File: config.mk
export PLATFORM = sky130hd
export DESIGN_NAME = spi_bus_arbiter
export DESIGN_NICKNAME = d
export VERILOG_FILES = /design/src/rtl/spi_arb_pkg.sv /design/src/rtl/arb_rr_pick.sv /design/src/rtl/arb_lock_ctrl.sv /design/src/rtl/arb_xfer_fsm.sv /design/src/rtl/spi_bus_arbiter.sv
export SDC_FILE = /design/constraint.sdc
export NUM_CORES = 1
export LEC_CHECK = 0
export ABC_AREA = 0
export BUFFER_PORTS_ARGS = -buffer_cell sky130_fd_sc_hd__buf_4
export CAP_MARGIN = 10
export CORE_MARGIN = 3
export CORE_UTILIZATION = 45
export CTS_CLUSTER_SIZE = 8
export DETAILED_ROUTE_END_ITERATION = 10
export HOLD_SLACK_MARGIN = 0.06
export PLACE_DENSITY_LB_ADDON = 0.1
export SETUP_SLACK_MARGIN = 0.2
export SYNTH_ARGS = -nofsm -noshare
export SYNTH_HDL_FRONTEND = slang
export SYNTH_SLANG_ARGS = --single-unit
export TNS_END_PERCENT = 50
File: constraint.sdc
create_clock -name clk -period 1.5 [get_ports clk]
set_input_delay 0.3 -clock clk [delete_from_list [all_inputs] [get_ports clk]]
set_output_delay 0.3 -clock clk [all_outputs]
set_load 0.05 [all_outputs]
File: src/rtl/spi_arb_pkg.sv
package spi_arb_pkg;
  typedef enum logic [1:0] {
    ST_IDLE = 2'd0,
    ST_RUN  = 2'd1,
    ST_DONE = 2'd2,
    ST_HOLD = 2'd3
  } arb_state_e;
endpackage

File: src/rtl/arb_rr_pick.sv
module arb_rr_pick #(
  parameter int N = 3,
  localparam int IW = (N > 1) ? $clog2(N) : 1
) (
  input  logic [N-1:0]  cand,
  input  logic [IW-1:0] last_idx,
  output logic          pick_vld,
  output logic [IW-1:0] pick_idx
);
  int j;
  always_comb begin
    pick_vld = 1'b0;
    pick_idx = '0;
    j = 0;
    for (int k = 1; k <= N; k++) begin
      j = (int'(last_idx) + k) % N;
      if (!pick_vld && cand[j]) begin
        pick_vld = 1'b1;
        pick_idx = IW'(j);
      end
    end
  end
endmodule

File: src/rtl/arb_lock_ctrl.sv
module arb_lock_ctrl #(
  parameter int N = 3,
  localparam int IW = (N > 1) ? $clog2(N) : 1
) (
  input  logic          clk,
  input  logic          rst_ni,
  input  logic          boundary,
  input  logic [N-1:0]  rel,
  input  logic          acq_vld,
  input  logic [IW-1:0] acq_idx,
  output logic          lock_vld,
  output logic [IW-1:0] lock_own,
  output logic          lock_act
);
  logic          vld_q, vld_d;
  logic [IW-1:0] own_q, own_d;
  logic          rp_q, rp_d;
  logic          en;

  always_comb begin
    vld_d    = vld_q;
    own_d    = own_q;
    rp_d     = rp_q;
    lock_act = 1'b0;
    if (boundary && rp_q) begin
      vld_d    = 1'b0;
      rp_d     = 1'b0;
      lock_act = 1'b1;
    end else begin
      if (boundary && !vld_q && acq_vld) begin
        vld_d    = 1'b1;
        own_d    = acq_idx;
        lock_act = 1'b1;
      end
      if (vld_q && rel[own_q]) rp_d = 1'b1;
    end
    en = (vld_d != vld_q) || (own_d != own_q) || (rp_d != rp_q);
  end

  always_ff @(posedge clk or negedge rst_ni) begin
    if (!rst_ni) begin
      vld_q <= 1'b0;
      own_q <= '0;
      rp_q  <= 1'b0;
    end else if (en) begin
      vld_q <= vld_d;
      own_q <= own_d;
      rp_q  <= rp_d;
    end
  end

  assign lock_vld = vld_q;
  assign lock_own = own_q;

  p_acq_at_boundary_r5: assert property (@(posedge clk) disable iff (!rst_ni)
    $rose(vld_q) |-> $past(boundary));
  p_foreign_rel_r8: assert property (@(posedge clk) disable iff (!rst_ni)
    (vld_q && !rp_q && !rel[own_q]) |=> !rp_q);
endmodule

File: src/rtl/arb_xfer_fsm.sv
module arb_xfer_fsm
  import spi_arb_pkg::*;
#(
  parameter int N  = 3,
  parameter int DW = 16,
  localparam int IW = (N > 1) ? $clog2(N) : 1
) (
  input  logic          clk,
  input  logic          rst_ni,
  input  logic          pick_vld,
  input  logic [IW-1:0] pick_idx,
  input  logic          lock_act,
  input  logic [N-1:0]  poll,
  input  logic [N*DW-1:0] desc,
  input  logic          eng_done,
  input  logic [N-1:0]  poll_end,
  output logic          boundary,
  output logic [IW-1:0] last_idx,
  output logic [N-1:0]  gnt,
  output logic [N-1:0]  cs_n,
  output logic          eng_start,
  output logic [DW-1:0] eng_desc,
  output logic [N-1:0]  dev_done
);
  arb_state_e    st_q, st_d;
  logic [IW-1:0] own_q, own_d, last_q, last_d;
  logic          pol_q, pol_d, start_q, start_d;
  logic [N-1:0]  gnt_q, gnt_d, cs_q, cs_d, done_q, done_d;
  logic [DW-1:0] desc_q, desc_d;
  logic          desc_en;

  always_comb begin
    st_d    = st_q;
    own_d   = own_q;
    last_d  = last_q;
    pol_d   = pol_q;
    gnt_d   = gnt_q;
    cs_d    = cs_q;
    desc_d  = desc_q;
    start_d = 1'b0;
    done_d  = '0;
    desc_en = 1'b0;
    unique case (st_q)
      ST_IDLE: if (pick_vld && !lock_act) begin
        st_d    = ST_RUN;
        own_d   = pick_idx;
        last_d  = pick_idx;
        pol_d   = poll[pick_idx];
        gnt_d   = N'(1) << pick_idx;
        cs_d    = ~(N'(1) << pick_idx);
        desc_d  = desc[pick_idx*DW +: DW];
        desc_en = 1'b1;
        start_d = 1'b1;
      end
      ST_RUN: if (eng_done) begin
        st_d   = ST_DONE;
        cs_d   = '1;
        done_d = gnt_q;
      end
      ST_DONE: begin
        if (pol_q) st_d = ST_HOLD;
        else begin
          st_d  = ST_IDLE;
          gnt_d = '0;
        end
      end
      ST_HOLD: if (poll_end[own_q]) begin
        st_d  = ST_IDLE;
        gnt_d = '0;
      end
      default: st_d = ST_IDLE;
    endcase
  end

  always_ff @(posedge clk or negedge rst_ni) begin
    if (!rst_ni) begin
      st_q    <= ST_IDLE;
      own_q   <= '0;
      last_q  <= IW'(N-1);
      pol_q   <= 1'b0;
      gnt_q   <= '0;
      cs_q    <= '1;
      start_q <= 1'b0;
      done_q  <= '0;
      desc_q  <= '0;
    end else begin
      st_q    <= st_d;
      own_q   <= own_d;
      last_q  <= last_d;
      pol_q   <= pol_d;
      gnt_q   <= gnt_d;
      cs_q    <= cs_d;
      start_q <= start_d;
      done_q  <= done_d;
      if (desc_en) desc_q <= desc_d;
    end
  end

  assign boundary  = (st_q == ST_IDLE);
  assign last_idx  = last_q;
  assign gnt       = gnt_q;
  assign cs_n      = cs_q;
  assign eng_start = start_q;
  assign eng_desc  = desc_q;
  assign dev_done  = done_q;

  p_atomic_r3: assert property (@(posedge clk) disable iff (!rst_ni)
    (st_q == ST_RUN && !eng_done) |=> (st_q == ST_RUN && $stable(gnt_q)));
  p_start_pulse_r2: assert property (@(posedge clk) disable iff (!rst_ni)
    start_q |=> !start_q);
  p_poll_hold_r9: assert property (@(posedge clk) disable iff (!rst_ni)
    (st_q == ST_HOLD && !poll_end[own_q]) |=> (st_q == ST_HOLD && $stable(gnt_q)));
endmodule

File: src/rtl/spi_bus_arbiter.sv
module spi_bus_arbiter #(
  parameter int NDEV = 3,
  parameter int DW   = 16,
  localparam int IW  = (NDEV > 1) ? $clog2(NDEV) : 1
) (
  input  logic              clk,
  input  logic              rst_n,
  input  logic [NDEV-1:0]   req_i,
  input  logic [NDEV-1:0]   poll_i,
  input  logic [NDEV*DW-1:0] desc_i,
  input  logic [NDEV-1:0]   acq_i,
  input  logic [NDEV-1:0]   rel_i,
  input  logic [NDEV-1:0]   poll_end_i,
  input  logic              eng_done_i,
  output logic              eng_start_o,
  output logic [DW-1:0]     eng_desc_o,
  output logic [NDEV-1:0]   cs_n_o,
  output logic [NDEV-1:0]   gnt_o,
  output logic [NDEV-1:0]   done_o,
  output logic              lock_vld_o,
  output logic [IW-1:0]     lock_own_o
);
  logic [1:0]      rs_q;
  logic            rst_ni;
  logic            boundary, lock_act, lock_vld;
  logic [IW-1:0]   lock_own, last_idx;
  logic [NDEV-1:0] own_mask, cand;
  logic            pick_vld, acq_vld;
  logic [IW-1:0]   pick_idx, acq_idx;

  always_ff @(posedge clk or negedge rst_n) begin
    if (!rst_n) rs_q <= 2'b00;
    else        rs_q <= {rs_q[0], 1'b1};
  end
  assign rst_ni = rs_q[1];

  assign own_mask = NDEV'(1) << lock_own;
  assign cand     = lock_vld ? (req_i & own_mask) : req_i;

  arb_rr_pick #(.N(NDEV)) u_xfer_pick (
    .cand(cand), .last_idx(last_idx), .pick_vld(pick_vld), .pick_idx(pick_idx));

  arb_rr_pick #(.N(NDEV)) u_acq_pick (
    .cand(acq_i), .last_idx(last_idx), .pick_vld(acq_vld), .pick_idx(acq_idx));

  arb_lock_ctrl #(.N(NDEV)) u_lock (
    .clk(clk), .rst_ni(rst_ni), .boundary(boundary), .rel(rel_i),
    .acq_vld(acq_vld), .acq_idx(acq_idx),
    .lock_vld(lock_vld), .lock_own(lock_own), .lock_act(lock_act));

  arb_xfer_fsm #(.N(NDEV), .DW(DW)) u_fsm (
    .clk(clk), .rst_ni(rst_ni), .pick_vld(pick_vld), .pick_idx(pick_idx),
    .lock_act(lock_act), .poll(poll_i), .desc(desc_i), .eng_done(eng_done_i),
    .poll_end(poll_end_i), .boundary(boundary), .last_idx(last_idx),
    .gnt(gnt_o), .cs_n(cs_n_o), .eng_start(eng_start_o), .eng_desc(eng_desc_o),
    .dev_done(done_o));

  assign lock_vld_o = lock_vld;
  assign lock_own_o = lock_own;

  p_cs_single_r2: assert property (@(posedge clk) disable iff (!rst_ni)
    $onehot0(~cs_n_o));
  p_lock_excl_r6: assert property (@(posedge clk) disable iff (!rst_ni)
    (lock_vld && gnt_o != '0) |-> (gnt_o == own_mask));
  p_free_at_idle_r7: assert property (@(posedge clk) disable iff (!rst_ni)
    $fell(lock_vld) |-> (gnt_o == '0));
endmodule

# == Word-level counts from Yosys, hierarchy flattened ==
# Cells that the tools add are included.
# totals
inputBits,66
reg_bits,39
wordCells,126
# classes
mux,61
shift,3
reduce_logical,25
add_sub_neg,3
bitwise,2
n_lt_le_gt_ge,6
eq_ne,10
div_mod_pow,3
# ops
op,count
$lt A32 B4 Y1 const B,3
$mod A32 B3 Y32 const B,3
$shiftx A48 B7 Y16,1
$mux W1,29
$mux W2,12
$mux W3,8
$bmux W1 S2,9
$logic_and A1 B1 Y1,9
$lt A2 B3 Y1 const B,3
$pmux W3 S3,1
$reduce_and A3 Y1,3
$pmux W2 S4,1
$add A2 B2 Y3 const B,2
$logic_not A1 Y1,6
$ne A2 B2 Y1 const B,3
$pmux W3 S2,1
$shl A1 B2 Y3 const A,2
$eq A2 B2 Y1 const B,2
$reduce_and A4 Y1,1
$add A2 B1 Y3 const B,1
$and A3 B3 Y3,1
$not A3 Y3,1
$reduce_bool A3 Y1,1
$eq A2 B1 Y1 const B,1
7 further kinds,9

# == Logic depth before layout (Yosys ltp) ==
# logic_depth
depth_word,20
depth_mapped,11
mapped_depth_nobuf,8

# == By module ==
# A second synthesis with hierarchy kept.
# unflattened
cells_unflattened,240
hier_area_um2,2167.1
# by_module_without_submodules
module,instances,cells_per_inst,area_per_inst_um2
arb_xfer_fsm,1,172,1602.8
arb_rr_pick,2,20,131.4
arb_lock_ctrl,1,19,209.0
spi_bus_arbiter,1,9,92.6

# == Least setup slack after synthesis ==
# OpenSTA, ideal clock, no wires.
# synth_timing
path_type,flip-flop to flip-flop
startpoint,reg u_fsm.last_q[1] (netlist: u_fsm.last_idx[1])
endpoint,reg u_fsm.desc_q[11] (netlist: u_fsm.eng_desc[11])
path_stages_with_launch,12
arrival_ps,2193
required_ps,1360
setup_time_ps,140
n_path_buf,3
slack_ps,-833
path_cell_list,dfstp_2 -> inv_1 -> ha_1 -> buf_2 -> nand2b_4 -> o32a_1 -> and4_1 -> buf_2 -> o21a_1 -> buf_2 -> nand2_1 -> a41oi_2
# synth_between
elab_chain_len,20
word_cells_on_any_way,50
cone_classes,3 x add/sub; 3 x div; 1 x shift; 31 x mux; 12 x reduce/logical
# synth_rtl
item,line,rtl
from (decl),arb_xfer_fsm.sv:26,"logic [IW-1:0] own_q, own_d, last_q, last_d;"
from (signal assigned),arb_xfer_fsm.sv:79,last_q <= IW'(N-1);
from (signal assigned),arb_xfer_fsm.sv:89,last_q <= last_d;
$add A2 B1 Y3,arb_rr_pick.sv:16,j = (int'(last_idx) + k) % N;
$mod A32 B3 Y32,arb_rr_pick.sv:16,
$bmux W1 S2,arb_rr_pick.sv:17,if (!pick_vld && cand[j]) begin
$mux W1 (not written as such) (2 in series),arb_rr_pick.sv:17,
$mux W1,arb_rr_pick.sv:17,
$logic_not A1 Y1,arb_rr_pick.sv:17,
$logic_and A1 B1 Y1,arb_rr_pick.sv:17,
$mux W1,arb_rr_pick.sv:17,
[... 3 more ...],--,
$logic_and A1 B1 Y1,arb_lock_ctrl.sv:30,if (boundary && !vld_q && acq_vld) begin
$mux W1,arb_lock_ctrl.sv:30,
$mux W1,arb_lock_ctrl.sv:25,if (boundary && rp_q) begin
$logic_not A1 Y1,arb_xfer_fsm.sv:44,ST_IDLE: if (pick_vld && !lock_act) begin
$logic_and A1 B1 Y1,arb_xfer_fsm.sv:44,
$mux W1,arb_xfer_fsm.sv:44,
$mux W1,arb_xfer_fsm.sv:43,unique case (st_q)
$reduce_and A3 Y1 (no line),--,
to (signal assigned),arb_xfer_fsm.sv:95,if (desc_en) desc_q <= desc_d;
to (decl),arb_xfer_fsm.sv:29,"logic [DW-1:0] desc_q, desc_d;"
# Several ways; a longest one is shown, not always the timed one. The select of a mux whose other input is x is not followed.
# A chain may end at the register's enable or synchronous reset.

# == Final worst setup path ==
# layout_timing
startpoint,reg u_fsm.last_q[1] (netlist: u_fsm.last_idx[1])
endpoint,reg u_fsm.cs_q[0] (netlist: u_fsm.cs_n[0])
# layout_between
elab_chain_len,19
word_cells_on_any_way,52
cone_classes,3 x add/sub; 3 x div; 1 x eq/ne; 1 x shift; 31 x mux; 1 x bitwise; 12 x reduce/logical
# layout_rtl
item,line,rtl
$add A2 B1 Y3,arb_rr_pick.sv:16,
$mod A32 B3 Y32,arb_rr_pick.sv:16,
$bmux W1 S2,arb_rr_pick.sv:17,
$mux W1 (not written as such) (2 in series),arb_rr_pick.sv:17,
$mux W1,arb_rr_pick.sv:17,
$logic_not A1 Y1,arb_rr_pick.sv:17,
$logic_and A1 B1 Y1,arb_rr_pick.sv:17,
$mux W1,arb_rr_pick.sv:17,
[... 2 more ...],--,
$mux W1,arb_rr_pick.sv:17,
$logic_and A1 B1 Y1,arb_lock_ctrl.sv:30,
$mux W1,arb_lock_ctrl.sv:30,
$mux W1,arb_lock_ctrl.sv:25,
$logic_not A1 Y1,arb_xfer_fsm.sv:44,
$logic_and A1 B1 Y1,arb_xfer_fsm.sv:44,
$ne A2 B2 Y1 (no line),--,
$reduce_and A3 Y1 (no line),--,
to (signal assigned),arb_xfer_fsm.sv:92,cs_q <= cs_d;
to (decl),arb_xfer_fsm.sv:28,"logic [N-1:0] gnt_q, gnt_d, cs_q, cs_d, done_q, done_d;"
# Several ways; a longest one is shown, not always the timed one. The select of a mux whose other input is x is not followed.

==> results.sh <==
export IMPL_cts_clk_slew_worst_paths_ns=0.09
export IMPL_slew_violations=0
export IMPL_synth_xor_area_share_pct=0
export IMPL_nFillCells=414
export IMPL_grt_max_degree=25
export IMPL_die_h_um=82.63
export IMPL_synth_simple_area_share_pct=21.35
export IMPL_setup_worst_path_class="flop to flop"
export IMPL_cp_required_ns=1.72
export IMPL_drive_gt1_share_pct=53.32
export IMPL_pin_count=95
export IMPL_ir_drop_v=0.001763
export IMPL_synth_nets=370
export IMPL_status="complete, but fails checks"
export IMPL_vias_per_cell=5.837
export IMPL_synth_cell_type_count=59
export IMPL_holdWs_ns=0.2120
export IMPL_dp_cells=498
export IMPL_root_buffer="clkbuf_8"
export IMPL_place_ws_ns=-0.8438
export IMPL_grt_use_total_pct=24.99
export IMPL_ys_seq_area_share_pct=36.17
export IMPL_finalHoldViolCount=0
export IMPL_start_kind="flop"
export IMPL_seqPwrFrac_pct=15.1
export IMPL_postRouteAntennaNets=0
export IMPL_period_minus_slack_ns=2.345
export IMPL_cap_viol_max_count=0
export IMPL_syn_to_final_growth_pct=62.26
export IMPL_critPathMostFrequentCell="buf_6"
export IMPL_grt_pass1_wl_um=13160
export IMPL_setup_slack_ns=-0.8448
export IMPL_drtIter0Drc=166
export IMPL_fin_util_pct=76.46
export IMPL_wl_um=8914
export IMPL_first_pass_iters=5
export IMPL_setup_violations_final=31
export IMPL_async_flop_share_pct=100.0
export IMPL_cts_buffers=5
export IMPL_htreeDepth=2
export IMPL_synthMuxAreaShare_pct=3.078
export IMPL_cpMaxStageDelayCell="dfstp_2"
export IMPL_stdcell_count=509
export IMPL_fp_dieW_um=82.63
export IMPL_synth_fa_ha_area_share_pct=1.894
export IMPL_critPathMaxFanout=8
export IMPL_slowest_delay_ns=0.58
export IMPL_synth_edf_count=0
export IMPL_final_common_cell="buf_4"
export IMPL_clock_power_share_pct=8.5
export IMPL_insertion_delay_ns=0.30
export IMPL_violations="negative setup slack"
export IMPL_place_gp_congestion=0.8771
export IMPL_synth_area_per_cell_sq_um=8.808
export IMPL_cpLargestDelayFamily="compound AO/OA/AOI/OAI gates"
export IMPL_cts_tree="yes"
export IMPL_dr_total_vias=2971
export IMPL_worstHoldPathType="flop to asynchronous set/reset pin"
export IMPL_rsz0062_at_grt="yes"
export IMPL_diodes=0
export IMPL_power_frac_comb_pct=76.4
export IMPL_finClkSkew_ns=0.01209
export IMPL_core_area_sq_mm=0.005608
export IMPL_hpwlAfterDp_um=6185
export IMPL_globalRoute_totalOverflow=0
export IMPL_p_int_w=0.006451
export IMPL_synth_compound_area_share_pct=29.83
export IMPL_start_util_pct=47.12
export IMPL_routedWlPerCell_um=17.51
export IMPL_fin_setup_tns_ns=-23.07
export IMPL_ys_ff_latch=38
export IMPL_io_buffers=94
export IMPL_die_area_sq_mm=0.006828
export IMPL_cts_sinks=38
export IMPL_power_leakage_nw=1.883
export IMPL_worstSetupEndpointType="flop"
export IMPL_most_common_layout_cells="buf_4 (135), nand2_1 (34), dfrtp_1 (30), nor2_1 (18)"
export IMPL_period_share_pct=156.3
export IMPL_synthCells=300
export IMPL_final_nets=506
export IMPL_synth_top_family_by_area="compound AO/OA/AOI/OAI gates"
export IMPL_ys_dominant_reg_cell="dfrtp_1"
export IMPL_cts_path_max_buffers=2
export IMPL_max_clock_freq_ghz=0.4265
export IMPL_worst_path_buf_inv=3
export IMPL_antenna_found_initial=0
export IMPL_drc_errors=0
export IMPL_p_sw_share_pct=48.59
export IMPL_synth_cell_area_sq_mm=0.002643
export IMPL_yosys_warnings=0
export IMPL_p_sw_w=0.006097
export IMPL_grt_pass1_vias=2721
export IMPL_power_density_mw_per_mm2=2926
export IMPL_cp_arrival_ns=2.57
export IMPL_row_count=27
export IMPL_crit_chain="inv_2, ha_4, buf_6, mux2i_2, o21a_1, a31o_2, o311a_4, buf_6, or2_4, o22a_1"
## sequential cells by signal, summed over array words and instances, names as in the netlist
name,cells
rs_q,2
u_fsm.cs_n,3
u_fsm.dev_done,3
u_fsm.eng_desc,16
u_fsm.eng_start,1
u_fsm.gnt,3
u_fsm.last_idx,2
u_fsm.own_q,1
u_fsm.pol_q,1
u_fsm.st_q,2
u_lock.lock_own,2
u_lock.lock_vld,1
u_lock.rp_q,1
## power by group through the flow
| stage | logic (W) | registers [W] | clock network [W] |
|---|---|---|---|
| after floorplan | 0.00438 | 0.00294 | 0 |
| after global placement | 0.00814 | 0.00184 | 0 |
| after detailed placement | 0.00827 | 0.00185 | 0 |
| after CTS | 0.00868 | 0.00187 | 0.00109 |
| after global routing | 0.0102 | 0.00194 | 0.00113 |
| final | 0.00959 | 0.00189 | 0.00106 |
## repair_timing
action	in CTS	in global routing
setup buffers	1	1
hold buffers	1	0
endpoints found under the setup margin	36	39
endpoints found under the hold margin	2	0
pin swaps	3	8
gates resized for setup	31	37
## per-stage QoR
step,power (W),instance area (sq um)
floorplan,0.007318,2729
global placement,0.009984,3836
detailed placement,0.01012,3836
CTS,0.01164,4104
global route,0.01331,4288
finish,0.01255,4288
## cell type report
cell class                      instances  area (sq um)  area share, %
Multi-Input combinational cell        225          1727          40.27
Timing Repair Buffer                  158          1343          31.31
Sequential cell                        38         960.9          22.41
Tap cell                               72         90.09          2.101
Clock buffer                            5         68.82          1.605
Clock inverter                          3         68.82          1.605
Inverter                                8         30.03         0.7003
## synth_stat cells, types with 5 or more instances
library cell / n / area [sq um]
o31ai_1: 20 / 150.1
nand2_1: 39 / 146.4
clkbuf_1: 5 / 18.77
buf_2: 14 / 70.07
buf_4: 5 / 37.54
mux2i_1: 7 / 70.07
o21ai_0: 7 / 35.03
dfrtp_1: 34 / 850.8
nand4_1: 17 / 106.4
o21a_1: 8 / 60.06
a41oi_1: 12 / 105.1
a41oi_2: 5 / 81.33
nor3_1: 6 / 30.03
inv_1: 7 / 26.28
nor2_1: 22 / 82.58
a21oi_1: 21 / 105.1
## final timing paths
| kind | slack, ns | startpoint | endpoint | depth (start not counted) |
|---|---|---|---|---|
| worst max-delay path | -0.84 | u_fsm.last_idx[1] | u_fsm.cs_n[0] | 10 |
| min in group clk | 0.30 | acq_i[2] | u_lock.lock_own[1] | 3 |
| worst max register to register | -0.84 | u_fsm.last_idx[1] | u_fsm.cs_n[0] | 10 |
| worst min register to register | 0.21 | rs_q[1] | u_fsm.own_q[1] | 1 |
| max in group asynchronous | 0.97 | rs_q[1] | u_fsm.cs_n[0] | 1 |
| worst min-delay path | 0.21 | rs_q[1] | u_fsm.own_q[1] | 1 |
## logic make-up after synthesis
kind of cell,after synthesis
buffers and inverters,37
and+or+nand+nor,112
DFF,38
other,1
AOI/OAI and AO/OA,100
adders and majority gates,4
muxes,8
## routing by layer
layer  global-route usage, %  vias to the layer above  wire length [um]
li1                        -                     1397                 -
met1                   34.59                     1423              3657
met2                   39.50                      139              4507
met3                   4.555                       12               638
met4                   7.843                        0               111
met5                       0                        -                 0
## worst reg2reg max path, delay by kind of cell (launching register included)
family          cells  cell delay, ns
simple gates        1            0.23
buf+inv             3            0.33
mux                 1            0.14
flops               1            0.58
compound gates      4            0.81
fa+ha+maj           1            0.18
Note: power is estimated with default switching activity, not from simulation.
